===== src/rtl/fsr_pkg.sv =====
package fsr_pkg;
   localparam int NB        = 4;
   localparam int BIT_STORE = 3;
   localparam int BIT_FILL  = 2;
   localparam int BIT_L2    = 1;
   localparam int BIT_D1    = 0;

   localparam logic [7:0] PRIO_L2   = 8'hC0;
   localparam logic [7:0] PRIO_D1   = 8'h80;
   localparam logic [7:0] PRIO_NONE = 8'h00;

   typedef enum logic [1:0] {
      L2_FILL_RD  = 2'd0,
      L2_COPYBACK = 2'd1,
      L2_WRBACK   = 2'd2,
      L2_UNUSED   = 2'd3
   } l2_src_e;

   typedef struct packed {
      logic fill;
      logic internal;
   } mark_req_t;
endpackage


===== src/rtl/fsr_event_decode.sv =====
module fsr_event_decode
   import fsr_pkg::*;
(
   input  logic              store_buserr,
   input  logic              store_timeout,
   input  logic              fill_ue,
   input  logic              l2_ue,
   input  l2_src_e           l2_src,
   input  logic              d1_load_ue,
   input  logic              d1_store_drop,
   input  logic              d1_wb_ue,
   output logic [NB-1:0]     set_vec,
   output mark_req_t         req
);
   always_comb begin
      set_vec            = '0;
      set_vec[BIT_STORE] = store_buserr | store_timeout;
      set_vec[BIT_FILL]  = fill_ue;
      // only the writeback path records an L2 internal error
      set_vec[BIT_L2]    = l2_ue && (l2_src == L2_WRBACK);
      set_vec[BIT_D1]    = d1_load_ue | d1_store_drop | d1_wb_ue;
      req.fill           = set_vec[BIT_FILL];
      req.internal       = set_vec[BIT_L2] | set_vec[BIT_D1];
   end
endmodule


===== src/rtl/fsr_sticky_bits.sv =====
module fsr_sticky_bits #(
   parameter int NBITS = 4
) (
   input  logic             clk,
   input  logic             rst_n,
   input  logic [NBITS-1:0] set_vec,
   input  logic [NBITS-1:0] clr_vec,
   output logic [NBITS-1:0] q
);
   for (genvar i = 0; i < NBITS; i++) begin : g_bit
      always_ff @(posedge clk) begin
         if (!rst_n)          q[i] <= 1'b0;
         else if (set_vec[i]) q[i] <= 1'b1;
         else if (clr_vec[i]) q[i] <= 1'b0;
      end

      // set beats a simultaneous clear
      assert_set_wins_R5: assert property (@(posedge clk) disable iff (!rst_n)
         set_vec[i] |=> q[i]);
      // a clear without a set empties the bit
      assert_clear_R5: assert property (@(posedge clk) disable iff (!rst_n)
         (clr_vec[i] && !set_vec[i]) |=> !q[i]);
      // no set and no clear leaves the bit alone
      assert_hold_R5: assert property (@(posedge clk) disable iff (!rst_n)
         (!clr_vec[i] && !set_vec[i]) |=> $stable(q[i]));
   end
endmodule


===== src/rtl/fsr_mark_queue.sv =====
module fsr_mark_queue #(
   parameter int ID_W  = 8,
   parameter int DEPTH = 4
) (
   input  logic            clk,
   input  logic            rst_n,
   input  logic            push_fill,
   input  logic            push_int,
   input  logic [ID_W-1:0] int_id,
   output logic            valid,
   output logic [ID_W-1:0] id_out
);
   localparam int PW = (DEPTH > 1) ? $clog2(DEPTH) : 1;
   localparam int CW = $clog2(DEPTH + 1);

   logic [ID_W-1:0] mem [DEPTH];
   logic [PW-1:0]   rd_ptr, wr_ptr;
   logic [CW-1:0]   cnt, base, room, n_push;
   logic            pop, ok_a, ok_b;
   logic [ID_W-1:0] first_id;

   always_comb begin
      pop      = (cnt != '0);
      base     = cnt - CW'(pop);
      room     = CW'(DEPTH) - base;
      ok_a     = push_fill && (room != '0);
      ok_b     = push_int && (ok_a ? (room >= CW'(2)) : (room != '0));
      first_id = ok_a ? '0 : int_id;
      n_push   = CW'(ok_a) + CW'(ok_b);
   end

   always_ff @(posedge clk) begin
      if (!rst_n) begin
         rd_ptr <= '0;
         wr_ptr <= '0;
         cnt    <= '0;
      end else begin
         if (pop) rd_ptr <= rd_ptr + PW'(1);
         wr_ptr <= wr_ptr + PW'(ok_a) + PW'(ok_b);
         cnt    <= base + n_push;
      end
   end

   always_ff @(posedge clk) begin
      if (ok_a || ok_b)  mem[wr_ptr] <= first_id;
      if (ok_a && ok_b)  mem[wr_ptr + PW'(1)] <= int_id;
   end

   assign valid  = (cnt != '0);
   assign id_out = mem[rd_ptr];

   assert_no_overflow_R9: assert property (@(posedge clk) disable iff (!rst_n)
      cnt <= CW'(DEPTH));
   // fill goes ahead of a coincident internal request
   assert_fill_first_R9: assert property (@(posedge clk) disable iff (!rst_n)
      (push_fill && push_int && cnt == '0) |=> (valid && id_out == '0) ##1 valid);
endmodule


===== src/rtl/fault_status_reg.sv =====
module fault_status_reg
   import fsr_pkg::*;
#(
   parameter int DATA_W     = 32,
   parameter int ID_W       = 8,
   parameter int MARK_DEPTH = 4
) (
   input  logic              clk,
   input  logic              rst_n,
   input  logic              ev_store_buserr,
   input  logic              ev_store_timeout,
   input  logic              ev_fill_ue,
   input  logic              ev_l2_ue,
   input  logic [1:0]        l2_src,
   input  logic              ev_d1_load_ue,
   input  logic              ev_d1_store_drop,
   input  logic              ev_d1_wb_ue,
   input  logic              reg_wr_en,
   input  logic [DATA_W-1:0] reg_wdata,
   output logic [DATA_W-1:0] reg_rdata,
   input  logic              id_wr_en,
   input  logic [ID_W-1:0]   id_wdata,
   output logic              mark_valid,
   output logic [ID_W-1:0]   mark_id,
   output logic [7:0]        prio_code,
   output logic              irq
);
   if (DATA_W < NB) begin : g_chk_dw
      $error("DATA_W must hold all status bits");
   end
   if (ID_W < 1) begin : g_chk_id
      $error("ID_W must be at least 1");
   end
   if (MARK_DEPTH < 2 || (MARK_DEPTH & (MARK_DEPTH - 1)) != 0) begin : g_chk_md
      $error("MARK_DEPTH must be a power of two, at least 2");
   end

   logic [NB-1:0]   set_vec, clr_vec, status;
   mark_req_t       req;
   logic [ID_W-1:0] id_q;

   fsr_event_decode u_dec (
      .store_buserr  (ev_store_buserr),
      .store_timeout (ev_store_timeout),
      .fill_ue       (ev_fill_ue),
      .l2_ue         (ev_l2_ue),
      .l2_src        (l2_src_e'(l2_src)),
      .d1_load_ue    (ev_d1_load_ue),
      .d1_store_drop (ev_d1_store_drop),
      .d1_wb_ue      (ev_d1_wb_ue),
      .set_vec       (set_vec),
      .req           (req)
   );

   assign clr_vec = reg_wr_en ? reg_wdata[NB-1:0] : '0;

   fsr_sticky_bits #(.NBITS(NB)) u_bits (
      .clk     (clk),
      .rst_n   (rst_n),
      .set_vec (set_vec),
      .clr_vec (clr_vec),
      .q       (status)
   );

   always_ff @(posedge clk) begin
      if (!rst_n)        id_q <= '0;
      else if (id_wr_en) id_q <= id_wdata;
   end

   fsr_mark_queue #(.ID_W(ID_W), .DEPTH(MARK_DEPTH)) u_q (
      .clk       (clk),
      .rst_n     (rst_n),
      .push_fill (req.fill),
      .push_int  (req.internal),
      .int_id    (id_q),
      .valid     (mark_valid),
      .id_out    (mark_id)
   );

   assign reg_rdata = DATA_W'(status);
   assign irq       = |status;

   always_comb begin
      if (status[BIT_L2])                       prio_code = PRIO_L2;
      else if (status[BIT_FILL] | status[BIT_D1]) prio_code = PRIO_D1;
      else                                      prio_code = PRIO_NONE;
   end

   assert_store_R1: assert property (@(posedge clk) disable iff (!rst_n)
      (ev_store_buserr || ev_store_timeout) |=> reg_rdata[BIT_STORE]);
   assert_fill_R2: assert property (@(posedge clk) disable iff (!rst_n)
      ev_fill_ue |=> reg_rdata[BIT_FILL]);
   assert_l2_wb_R3: assert property (@(posedge clk) disable iff (!rst_n)
      (ev_l2_ue && l2_src == 2'd2) |=> reg_rdata[BIT_L2]);
   assert_d1_R4: assert property (@(posedge clk) disable iff (!rst_n)
      (ev_d1_load_ue || ev_d1_store_drop || ev_d1_wb_ue) |=> reg_rdata[BIT_D1]);
   assert_fill_mark_R7: assert property (@(posedge clk) disable iff (!rst_n)
      (ev_fill_ue && !mark_valid) |=> (mark_valid && mark_id == '0));
   assert_int_id_R8: assert property (@(posedge clk) disable iff (!rst_n)
      (req.internal && !ev_fill_ue && !mark_valid) |=> (mark_valid && mark_id == $past(id_q)));
   assert_prio_l2_R10: assert property (@(posedge clk) disable iff (!rst_n)
      reg_rdata[BIT_L2] |-> prio_code == 8'hC0);
   assert_irq_rise_R11: assert property (@(posedge clk) disable iff (!rst_n)
      $rose(irq) |-> $past(|set_vec));

   if (DATA_W > NB) begin : g_rsvd
      assert_rsvd_zero_R6: assert property (@(posedge clk) disable iff (!rst_n)
         reg_rdata[DATA_W-1:NB] == '0);
      assert_rsvd_write_R6: assert property (@(posedge clk) disable iff (!rst_n)
         (reg_wr_en && |reg_wdata[DATA_W-1:NB]) |=> reg_rdata[DATA_W-1:NB] == '0);
   end
endmodule


===== config.mk =====
export PLATFORM = sky130hd
export DESIGN_NAME = fault_status_reg
export DESIGN_NICKNAME = d
export VERILOG_FILES = /design/src/rtl/fsr_pkg.sv /design/src/rtl/fsr_event_decode.sv /design/src/rtl/fsr_sticky_bits.sv /design/src/rtl/fsr_mark_queue.sv /design/src/rtl/fault_status_reg.sv
export SDC_FILE = /design/constraint.sdc
export NUM_CORES = 1
export LEC_CHECK = 0
export CORE_ASPECT_RATIO = 1.1
export CORE_MARGIN = 2
export CORE_UTILIZATION = 40
export CTS_CLUSTER_SIZE = 20
export DETAILED_ROUTE_END_ITERATION = 10
export GPL_ROUTABILITY_DRIVEN = 0
export HOLD_SLACK_MARGIN = 0.08
export PLACE_DENSITY = 0.74
export SLEW_MARGIN = 15
export SYNTH_ARGS = -nofsm -noshare
export SYNTH_HDL_FRONTEND = slang
export SYNTH_SLANG_ARGS = --single-unit

===== constraint.sdc =====
create_clock -name clk -period 4.45 [get_ports clk]
set_input_delay 0.89 -clock clk [delete_from_list [all_inputs] [get_ports clk]]
set_output_delay 0.89 -clock clk [all_outputs]
set_load 0.1 [all_outputs]

# Word-level counts from Yosys, hierarchy flattened
# Memory sizes are Yosys's and may differ from the RTL's. A register that Yosys moved wholly into a read port is not among the register bits.
# Index checks and enable logic that the tools add are counted.
# totals
register_bits	19
out_inout_bits	50
inputBits	53
n_memories	1
elab_cells	55
ramBits	32
# memory_table
name	depth	word_bits	rd	rd_clocked_by_memory_dff	write_ports	line	rtl
u_q.mem	4	8	1	1	2	fsr_mark_queue.sv:16	logic [ID_W-1:0] mem [DEPTH];
# classes
n_reduce_logical	12
bitwise_logic	5
n_eq_ne	1
addsub	8
mux	19
n_lt_le_gt_ge	1
# op_table
operator	n
$mux W8	3
$mux W1	13
$reduce_bool A2 Y1	4
$reduce_bool A3 Y1	2
$or A1 B1 Y1	5
$add A2 B1 Y2	2
$add A2 B1 Y2 const B	2
$logic_and A1 B1 Y1	4
$mux W2	2
$mux W4	1
$reduce_or A4 Y1	1
$add A3 B3 Y3	1
$ge A3 B2 Y1 const B	1
$sub A3 B1 Y3	1
$sub A3 B3 Y3 const A	1
$add A1 B1 Y2	1
$eq A2 B2 Y1 const B	1
$logic_or A1 B1 Y1	1

# Longest topological paths before layout
# depth
ltp_word	10
depth_mapped	13
depth_no_buf	13

# Cells and area by module
# A second synthesis with hierarchy kept.
# unflattened
cells_unflattened	237
area_unflattened_um2	2930.3
# by_module_without_submodules
module	seq_area_each_um2	area_per_inst_um2	cells_each	instances
fsr_mark_queue	1141.1	2113.3	152	1
fault_status_reg	160.2	604.3	67	1
fsr_sticky_bits	80.1	165.2	12	1
fsr_event_decode	0.0	47.5	6	1

# Worst setup path after synthesis
# OpenSTA, ideal clock, no wires.
# synth_timing
path_type	register -> register
from	register u_q.cnt[0]
to	memory u_q.mem[1][0], enable pin
n_path_buf	0
period_less_slack_ns	3.603
t_arrival_ns	3.217
required_time_ns	4.064
setup_slack_ns	0.847
setup_time_ns	0.386
stages_incl_launch_ff	11
cell_sequence	dfxtp_1 or3_4 ha_1 ha_1 and2_1 ha_1 a2111oi_0 nor3_1 ha_1 nor2_1 a211oi_1
# synth_rtl
item	line	rtl
start: declaration	fsr_mark_queue.sv:18	logic [CW-1:0] cnt, base, room, n_push;
start signal: assignment	fsr_mark_queue.sv:40	cnt <= base + n_push;
end: declaration	fsr_mark_queue.sv:16	

==> out/metrics.cfg <==
[detailed_routing]
dr.pass1.iters = 4
via_per_inst = 4.49
dr_wl_met3_um = 196
highest_layer = met4
drc = 0
drtIter0Drc = 113
route.met2.wl_um = 2490
wl_met1_um = 1750
drt_wl_total_um = 4490
vias = 1572
routedWlPerCell_um = 12.8
ant_nets = 0

[timing]
fmax_mhz = 276
finalCritPeriodShare_pct = 81.4
timing.final.max_slew_violations = 0
setup_violations = 0
fin_crit_ns = 3.62
worst_slack_ns = 0.828
maxSlewHeadroom_pct = 34.4
tightest_slew_ns = 0.982
hold_violations = 0
rsz0062_at_grt = no
fin_setup_tns_ns = 0
fin_skew_ns = 0.0119

[logic_synthesis]
synth_area_per_cell_um2 = 11.9
synth_edf_count = 32
synth_top_area_share_pct = 36.3
synth_area_leaders = edfxtp_1, dfxtp_1, buf_4, mux4_2, and2_1
synthCells = 223
synthFlopType = edfxtp_1
synth.cell_area_um2 = 2640
async_flop_share_pct = 0
seq_area_frac_synth_pct = 52.2
ys_seq_elements = 53
synth_top_area_cell = edfxtp_1
synthDistinctLibCells = 36
yosys_warnings = 0

[worst_hold_path]
hold_path.class = flop to flop

[layout]
final_cell_mix = clkdlybuf4s50_1, conb_1, edfxtp_1
antenna_cells = 0
final_nets = 329
area_delta_synth_final_pct = 17.4
drive_gt1_share_pct = 8.58
final_common_cell = clkdlybuf4s50_1

[clock_tree]
cts_made_buffers = 5
cts_setup_buffers = 0
numClockSinks = 53
cts_tree = yes
ctsResizeCount = 0
clk_pin_slew_ns = 0.09
cts_root_buffer = clkbuf_8
cts_hold_buf = 0
htreeDepth = 2
clk_path_buf_depth = 2
insertion_delay_ns = 0.30

[floorplanning]
die_x_um = 81.5
rows = 31
core_area_um2 = 6480
die_area_um2 = 7280
initial_core_util_pct = 40.8
die_y_um = 89.3
ios = 103

[grt]
antenna_found_initial = 0
grt_pass1_vias = 1477
grt_max_degree = 18
grt_pass1_wl_um = 6900
grt_usage_pct = 13.1
gr-total-overflow = 0

[outcome]
outcome = completed

[setup_path]
crit_path_max_incr_delay_ns = 0.59
crit_top_cell = ha_1
worstSetupEndpointType = flop
crit_buf_inv = 0
critPathTopFamily = simple AND/OR/NAND/NOR gates
start_kind = flop
critPathRequiredTime_ns = 4.51
worstSetupPathType = flop to flop
crit_arrival_ns = 3.68
path_max_fanout = 8
cp_cell_sequence = or3_4 -> ha_1 -> ha_1 -> and2_1 -> ha_1 -> a2111oi_0 -> nor3_1 -> ha_1 -> nand3_1 -> nand2_1 -> and2_1
crit_slowest_cell = a2111oi_0

[placement]
hpwlAfterDp_um = 3350
place_ws_ns = 0.822
portBuffers = 40

[flow_run]
drv_cap = 0

stage by stage:
step	hold WS, ns	utilization (%)	cells	instance area, um^2
floorplan	0.485	-	256	2770
global placement	0.500	46.5	342	3010
detailed placement	0.511	46.5	342	3010
CTS	0.534	47.9	350	3100
global route	0.572	47.9	350	3100
finish	0.527	47.9	350	3100
per-layer routing:
layer | track usage (%) | vias up
li1 | - | 783
met1 | 13.3 | 741
met2 | 25.7 | 43
met3 | 3.03 | 5
met4 | 4.62 | 0
met5 | 0 | -
registers in the layout, indices dropped and copies added, names as in the netlist, named ones only:
register    flops
u_q.rd_ptr      2
u_q.wr_ptr      2
u_q.cnt         3
u_bits.q        4
u_q.mem        32
id_q            8
path summary, 6_finish.rpt:
kind                             startpoint            end  slack, ns  cells past startpoint
worst max-delay path             u_q.cnt[0]  u_q.mem[0][6]       0.83                     11
worst min-delay path            u_bits.q[3]    u_bits.q[3]       0.53                      2
worst min register to register  u_bits.q[3]    u_bits.q[3]       0.53                      2
worst max register to register   u_q.cnt[0]  u_q.mem[0][6]       0.83                     11
worst register-to-register path, delay by kind of cell (launching register included):
family	cells	cell delay, ns
compound gates	1	0.59
simple gates	6	1.33
fa+ha+maj	4	1.11
flops	1	0.35
area by class of cell:
class	instances	area, um^2
clock inverters	3	21.3
fillers	619	3370
clock buffers	5	68.8
multi-input cells	155	1060
repair buffers	45	438
well taps	82	103
flip-flops and latches	53	1380
inverters	7	26.3
synth_stat cells, types with 3 or more instances:
cell type,count
buf_4,37
edfxtp_1,32
and2_1,28
dfxtp_1,21
nor2_1,17
ha_1,8
mux2i_1,8
mux4_2,8
nand2_1,8
inv_1,7
nor2b_1,6
a21oi_1,5
xor2_1,3
logic make-up after synthesis:
group	count (synthesis)	synth area share, %
buffers and inverters	48	12.2
adder cells (fa/ha/maj)	9	4.54
other	1	0.142
multiplexers	16	9.84
AND/OR/NAND/NOR	75	15.6
AO/OA/AOI/OAI	16	3.79
XOR/XNOR	5	1.66
flip-flops	53	52.2
Power is left out: the tool's default activity adds up to more than one toggle a clock period on the data nets, which glitch-free logic cannot reach.
